==> src/rtl/s2v_pkg.sv <==
package s2v_pkg;

    // Operation select driving the factor source
    typedef enum logic [1:0] {
        MODE_ZERO  = 2'd0,
        MODE_IMM   = 2'd1,
        MODE_SHIFT = 2'd2,
        MODE_RSVD  = 2'd3
    } s2v_mode_e;

    // Output controller states
    typedef enum logic {
        ST_IDLE = 1'b0,
        ST_EMIT = 1'b1
    } s2v_state_e;

endpackage

==> src/rtl/s2v_imm_path.sv <==
module s2v_imm_path #(
    parameter int IMM_W = 9,
    parameter int FAC_W = 10,
    parameter int N_FAC = 4
) (
    input  logic [IMM_W-1:0]       imm_a,
    input  logic [IMM_W-1:0]       imm_b,
    output logic [N_FAC*FAC_W-1:0] fac
);
    localparam int HALF = N_FAC / 2;

    // Each immediate is sign-extended and moved up one bit so that
    // its low byte lands on the bits the mask wiring taps.
    for (genvar k = 0; k < N_FAC; k++) begin : g_fac
        logic [IMM_W-1:0] pick;
        if (k < HALF) begin : g_lo
            assign pick = imm_a;
        end else begin : g_hi
            assign pick = imm_b;
        end
        assign fac[k*FAC_W +: FAC_W] = FAC_W'($signed(pick)) << 1;
    end

endmodule

==> src/rtl/s2v_shift_path.sv <==
module s2v_shift_path #(
    parameter int SHIFT  = 4,
    parameter int FRAC_W = 8,
    parameter int FAC_W  = 10,
    parameter int N_FAC  = 4
) (
    input  logic [SHIFT-1:0]       lost_bits,
    output logic [N_FAC*FAC_W-1:0] fac
);
    localparam int MASK_W = 2 * FRAC_W;
    localparam int REP    = MASK_W / SHIFT;

    logic [MASK_W-1:0] spread;

    // Every bit pushed out by the shift covers one group of lanes.
    for (genvar i = 0; i < SHIFT; i++) begin : g_spread
        assign spread[i*REP +: REP] = {REP{lost_bits[i]}};
    end

    // First pair carries the spread bytes one bit up; second pair is idle.
    for (genvar k = 0; k < N_FAC; k++) begin : g_fac
        if (k < 2) begin : g_used
            assign fac[k*FAC_W +: FAC_W] =
                FAC_W'({spread[k*FRAC_W +: FRAC_W], 1'b0});
        end else begin : g_zero
            assign fac[k*FAC_W +: FAC_W] = '0;
        end
    end

endmodule

==> src/rtl/s2v_mask_tap.sv <==
module s2v_mask_tap #(
    parameter int FRAC_W = 8,
    parameter int FAC_W  = 10,
    parameter int N_FAC  = 4
) (
    input  logic [N_FAC*FAC_W-1:0]            fac,
    output logic [(N_FAC/2)*2*FRAC_W-1:0]     masks
);
    localparam int MASK_W = 2 * FRAC_W;
    localparam int N_MASK = N_FAC / 2;

    logic [N_FAC-1:0] edge_unused;

    // A mask is nothing but the middle bits of its factor pair.
    for (genvar m = 0; m < N_MASK; m++) begin : g_mask
        assign masks[m*MASK_W +: FRAC_W] =
            fac[(2*m)*FAC_W + 1 +: FRAC_W];
        assign masks[m*MASK_W + FRAC_W +: FRAC_W] =
            fac[(2*m+1)*FAC_W + 1 +: FRAC_W];
    end

    for (genvar k = 0; k < N_FAC; k++) begin : g_edge
        assign edge_unused[k] = fac[k*FAC_W] ^ fac[k*FAC_W + FAC_W - 1];
    end

endmodule

==> src/rtl/s2v_factor_gen.sv <==
module s2v_factor_gen
    import s2v_pkg::*;
#(
    parameter int SRC_W  = 32,
    parameter int IMM_W  = 9,
    parameter int FRAC_W = 8,
    parameter int SHIFT  = 4,
    parameter int N_FAC  = 4
) (
    input  logic                  clk,
    input  logic                  rst_n,
    input  logic                  in_valid,
    input  logic [1:0]            mode,
    input  logic [IMM_W-1:0]      imm_a,
    input  logic [IMM_W-1:0]      imm_b,
    input  logic [SRC_W-1:0]      src,
    output logic                  out_valid,
    output logic [N_FAC*10-1:0]   fac_o,
    output logic [2*FRAC_W-1:0]   mask0_o,
    output logic [2*FRAC_W-1:0]   mask1_o
);
    localparam int FAC_W  = FRAC_W + 2;
    localparam int MASK_W = 2 * FRAC_W;
    localparam int N_MASK = N_FAC / 2;
    localparam int BUS_W  = N_FAC * FAC_W;

    s2v_state_e        state_q, state_d;
    s2v_mode_e         mode_sel;
    logic [BUS_W-1:0]  imm_fac, shift_fac, next_fac, fac_q;
    logic [N_MASK*MASK_W-1:0] mask_bus;
    logic              src_unused;

    assign mode_sel   = s2v_mode_e'(mode);
    assign src_unused = ^src[SRC_W-1:SHIFT];

    s2v_imm_path #(
        .IMM_W (IMM_W),
        .FAC_W (FAC_W),
        .N_FAC (N_FAC)
    ) u_imm (
        .imm_a (imm_a),
        .imm_b (imm_b),
        .fac   (imm_fac)
    );

    s2v_shift_path #(
        .SHIFT  (SHIFT),
        .FRAC_W (FRAC_W),
        .FAC_W  (FAC_W),
        .N_FAC  (N_FAC)
    ) u_shift (
        .lost_bits (src[SHIFT-1:0]),
        .fac       (shift_fac)
    );

    // Source select for the factor register
    always_comb begin
        unique case (mode_sel)
            MODE_IMM:   next_fac = imm_fac;
            MODE_SHIFT: next_fac = shift_fac;
            default:    next_fac = '0;
        endcase
    end

    // Next-state logic: accept / stream / drain / wait
    always_comb begin
        unique case (state_q)
            ST_IDLE: state_d = in_valid ? ST_EMIT : ST_IDLE;
            ST_EMIT: state_d = in_valid ? ST_EMIT : ST_IDLE;
            default: state_d = ST_IDLE;
        endcase
    end

    // State register
    always_ff @(posedge clk) begin
        if (!rst_n) state_q <= ST_IDLE;
        else        state_q <= state_d;
    end

    // Output register: loads only on an accepted input
    always_ff @(posedge clk) begin
        if (!rst_n)        fac_q <= '0;
        else if (in_valid) fac_q <= next_fac;
    end

    s2v_mask_tap #(
        .FRAC_W (FRAC_W),
        .FAC_W  (FAC_W),
        .N_FAC  (N_FAC)
    ) u_tap (
        .fac   (fac_q),
        .masks (mask_bus)
    );

    assign out_valid = (state_q == ST_EMIT);
    assign fac_o     = fac_q;
    assign mask0_o   = mask_bus[0 +: MASK_W];
    assign mask1_o   = mask_bus[MASK_W +: MASK_W];

endmodule

==> config.mk <==
export PLATFORM = sky130hd
export DESIGN_NAME = s2v_factor_gen
export DESIGN_NICKNAME = d
export VERILOG_FILES = /design/src/rtl/s2v_pkg.sv /design/src/rtl/s2v_imm_path.sv /design/src/rtl/s2v_shift_path.sv /design/src/rtl/s2v_mask_tap.sv /design/src/rtl/s2v_factor_gen.sv
export SDC_FILE = /design/constraint.sdc
export NUM_CORES = 1
export LEC_CHECK = 0
export ABC_AREA = 1
export BUFFER_PORTS_ARGS = -buffer_cell sky130_fd_sc_hd__buf_2
export CAP_MARGIN = 30
export CORE_MARGIN = 1
export CORE_UTILIZATION = 40
export DETAILED_ROUTE_END_ITERATION = 8
export PLACE_DENSITY = 0.91
export SLEW_MARGIN = 20
export SYNTH_ARGS = -nofsm -noshare
export SYNTH_HDL_FRONTEND = slang
export SYNTH_SLANG_ARGS = --single-unit
==> constraint.sdc <==
create_clock -name clk -period 2.2 [get_ports clk]
set_input_delay 0 -clock clk [delete_from_list [all_inputs] [get_ports clk]]
set_output_delay 0 -clock clk [all_outputs]
set_load 0.1 [all_outputs]
* Yosys cells after proc, flatten, opt, wreduce, memory -nomap -nowiden
Cells that the tools add are included.
** Storage, ports and cells
- Output and inout bits :: 73
- Input bits :: 55
- Register bits after elaboration :: 41
- Logic and storage cells :: 6
** Operators by class
- Multiplexer cells :: 2
- Eq/ne operators :: 2
** Operators with widths (count)
- one-hot mux 40 bit (2 select lines) :: 1
- equality test 2 x 1 -> 1 bit (second input constant) :: 1
- equality test 2 bit (second input constant) :: 1
- 2-to-1 mux 1 bit :: 1

* Depth between registers and ports, before layout
- Word-level depth :: 2
- Depth in mapped cells :: 7
- Mapped depth without buffers :: 6

* Modules after synthesis
Synthesis repeated with hierarchy kept, for this count alone.
** Unflattened totals
- Cell total of the unflattened synthesis :: 424
- Area total of the unflattened synthesis :: 2798.9 um^2
** By module, submodules not included
- s2v_factor_gen :: area an instance 1950.6 um^2, sequential area each 820.8 um^2, instances 1, cells an instance 310
- s2v_imm_path :: area an instance 304.0 um^2, sequential area each 0.0 um^2, instances 1, cells an instance 41
- s2v_shift_path :: area an instance 304.0 um^2, sequential area each 0.0 um^2, instances 1, cells an instance 41
- s2v_mask_tap :: area an instance 240.2 um^2, sequential area each 0.0 um^2, instances 1, cells an instance 32

* Worst setup path before layout
Ideal clock, no wire load.
- Path kind :: reg-to-output
- Start point :: register fac_q[31] (netlist: fac_o[31])
- End point :: output port fac_o[31]
- Stages on the path, launching flop included :: 2
- Setup slack :: 0.791 ns
- Buffers on the path :: 1
- Required time :: 2.200 ns
- Data arrival time :: 1.409 ns
- Cells stage by stage :: dfxtp_1 buf_4
** RTL lines
- start, declared :: RTL line s2v_factor_gen.sv:29 : logic [BUS_W-1:0] imm_fac, shift_fac, next_fac, fac_q;
- start signal, assigned :: RTL line s2v_factor_gen.sv:83 : else if (in_valid) fac_q <= next_fac;
- end, declared :: RTL line s2v_factor_gen.sv:18 : output logic [N_FAC*10-1:0] fac_o,
No word-level cell between the ends.

* Worst setup path after layout
- Start point :: input port rst_n
- End point :: register fac_q[7] (netlist: fac_o[7])
** RTL lines
- start, declared :: RTL line s2v_factor_gen.sv:11 : input logic rst_n,
No word-level cell between the ends.

==> results.txt <==
* Outcome: completed
- Floorplan Core Area: 3416 um^2
- Cells on Worst Hold Path: 5
* CTS-repair resized insts: 0
- Headroom to the max-slew limit came out at 0.5349.
- Overall die area: between 3000 and 4000 um^2
- In this run the critical register-to-register path is launched from fac_o[38].
* Worst min path class: in -> reg
- The tool flagged a number of max-cap violations equal to 0.
- In the final design database the tool counted 316 nets.
* Transition time at the pin with the least slew margin: 693.3 ps
- STA classifies the critical path endpoint as a flip-flop.
- Total congestion overflow: 0
* Via density per instance: 4.615
* Count of fill cells added during filler insertion: between 300 and 400
- Clock latency on the worst-skew pair: 310 ps
* CP max FO: 26
- Register-to-Register Setup Slack: 1500 ps
- The repair_antennas step left the layout with diodes totalling 0.
- After routing, the total negative slack on setup checks comes to 0 ps.
- Number of rows in the core area: 21
- Buffers added to address setup during post-CTS repair amount to 0.
* Worst hold margin: about 30 ps
* Vertical extent of the die: around 62 um
- Pwr Density: 629.7 nW/um^2
- The routed design could run at a clock period as short as 1277 ps.
- Global-route wire length before repair: 5333 um
* Data required time at the worst endpoint: about 2400 ps
- Number of buffers inserted during clock tree synthesis: 3
* Cell with the largest stage delay on the worst path: sky130_fd_sc_hd__clkinv_1
- The average instance in the mapped netlist occupies 7.374 um^2.
* Synth Register Bits: 27
* Setup repair after global routing missed its margin: false
- For this run, the total global-route usage over all layers was measured as 0.1713.
- The number of global-route vias before repair is 1198.
* WS Path Type: in -> reg
* Clock sink count: 27
- Yosys warning count: 0
* Setup violators final: 0
- Summed over all nets, the half-perimeter wirelength after detailed placement is ~2300 um.
* Start point of the worst hold path: imm_a[0]
- After detailed routing, the average wire length per cell comes to 10.90 um.
- The final max-slew violation count is 0.
- For this configuration, the core starts out at a cell density of 0.4275.
- The count of nets left with antenna violations once routing finished came out at 0.
- After detailed placement, the total cell area comes to 1615 um^2.
- Relative area change from synthesis to final layout: 20.65%
- Total via count in the routed design: around 1.4k
- After routing the design area is 1762 um^2.
* Fraction of final layout cells with drive strength greater than 1: 0.3876
- Prior to clock tree synthesis, the placed netlist has a worst setup slack of 929.5 ps.
- Weighted congestion at the end of routability-driven global placement: just over 0.7
- Buffers added on ports: 95
- Total wirelength of the detailed-routed design: 3313 um
* Largest buffer count on any clock path: 2
- Worst path cell trace: dlygate4sd3_1 > buf_2 > clkinv_1 > a21oi_1
- Number of search-and-repair iterations in the first detailed-routing pass: 4
- Entering global routing, the biggest net connects 28 pins.
- Yosys mapped the design onto 15 distinct sky130hd cell types.
- Endpoint of the worst register-to-register path: fac_o[38]
* Clock tree from TritonCTS: done
* Number of antenna violations at the first check in global routing: 0
* Slowest cell delay on critical path: 540 ps
* Clock root buffer: sky130_fd_sc_hd__clkbuf_4
- Synthesized instance count: between 150 and 200
- Residual DRC: 0
* First-iteration detailed-routing DRC count: 47
* Final period util: 0.5803
- The worst setup path is launched from an input port.
- Highest clock frequency the design can meet: around 780 MHz
* Horizontal die dimension: 62.42 um
* I/O pin cnt: 128
- Number of hold-repair buffers added at the cts stage: 12
- H-tree depth: 1
- Clock transition time at the flip-flop clock pins of the worst setup and hold paths: 140 ps
- The number of hold-slack violations in the final timing report came to 0.
- The cell area that synthesis handed to floorplanning was 1460 um^2.
- Highest ir drop seen on vdd: 0.2836 mV
- Number of cells traversed by the worst register-to-register path: 2
- Leakage: 1.002 nW
- Proportion of synthesized chip area in sequential cells: 0.3702
- Setup slack on the critical path of the routed design comes to 923.3 ps.
* Clock Skew: 0 ps
* Hold Path End: fac_o[1]
* WP data arrival: roughly 1500 ps
-- synthesized netlist by cell type --
library cell	count	share of area
sky130_fd_sc_hd__a21oi_1	26	0.089
sky130_fd_sc_hd__buf_1	1	0.0026
sky130_fd_sc_hd__buf_2	5	0.017
sky130_fd_sc_hd__buf_4	46	0.24
sky130_fd_sc_hd__buf_6	1	0.0077
sky130_fd_sc_hd__clkbuf_1	1	0.0026
sky130_fd_sc_hd__clkinv_1	2	0.0051
sky130_fd_sc_hd__conb_1	1	0.0026
sky130_fd_sc_hd__dfxtp_1	27	0.37
sky130_fd_sc_hd__ha_1	2	0.017
sky130_fd_sc_hd__inv_1	3	0.0077
sky130_fd_sc_hd__inv_2	1	0.0026
sky130_fd_sc_hd__nand2_1	71	0.18
sky130_fd_sc_hd__nand4_1	10	0.043
sky130_fd_sc_hd__nor2_8	1	0.014
-- critical path: cells and delay by family --
| kind | cells | cell delay (ps) |
|---|---|---|
| AOI/OAI and AO/OA | 1 | 330 |
| buffers and inverters | 3 | 1170 |
-- per-layer routing --
layer | up-vias | GRT usage | share of wire
met5 | - | 0 | 0
met2 | 65 | 0.3084 | 0.51
li1 | 697 | - | -
met1 | 637 | 0.1953 | 0.41
met3 | 4 | 0.02920 | 0.061
met4 | 0 | 0.07849 | 0.011
-- report_power, final --
group          internal, mW  switching (mW)
clock                0.0708           0.136
combinational        0.0698           0.322
sequential            0.502         0.00893
-- how the worst max path moves through the flow --
stage               startpoint        end  slack, ps
finish                   rst_n   fac_o[7]        920
CTS                      rst_n   fac_o[7]        930
global placement       mode[1]  fac_o[13]        970
detailed placement     mode[1]  fac_o[13]        930
floorplan            fac_o[31]  fac_o[31]        790
global route             rst_n  fac_o[11]        830
-- area by class of cell --
| cell class | instances | area [um^2] | share of cell area |
|---|---|---|---|
| Multi-Input combinational cell | 114 | 519.2 | 0.2947 |
| Inverter | 6 | 22.52 | 0.01278 |
| Clock buffer | 4 | 26.28 | 0.01491 |
| Timing Repair Buffer | 107 | 595.6 | 0.3381 |
| Tap cell | 46 | 57.56 | 0.03267 |
| Sequential cell | 27 | 540.5 | 0.3068 |
-- cell usage in the layout (no fill, tap or decap), drive strengths merged --
master and count:
a21oi 26, inv 4, nor2 1, clkbuf 4, clkinv 2, conb 4
buf 95, nand2 71, ha 2, dlygate4sd3 12, dfxtp 27, nand4 10
-- registers in the layout, indices dropped and copies added (netlist names) --
signal	count
fac_o	26
out_valid	1
-- cells by family after synthesis --
kind of cell,after synthesis,synth area share
AND/OR/NAND/NOR,82,0.2391
buffers and inverters,60,0.2819
flip-flops,27,0.3702
AO/OA/AOI/OAI,26,0.08911
adder cells (fa/ha/maj),2,0.01714
other,1,0.002568
-- metrics by stage --
step	instances	utilization	total power, mW
after floorplan	201	-	0.8628
after global placement	288	0.4729	0.8930
after detailed placement	288	0.4729	0.8962
after CTS	304	0.5158	1.125
after global routing	304	0.5158	1.168
final	304	0.5158	1.109
(Power assumes the default switching activity.)
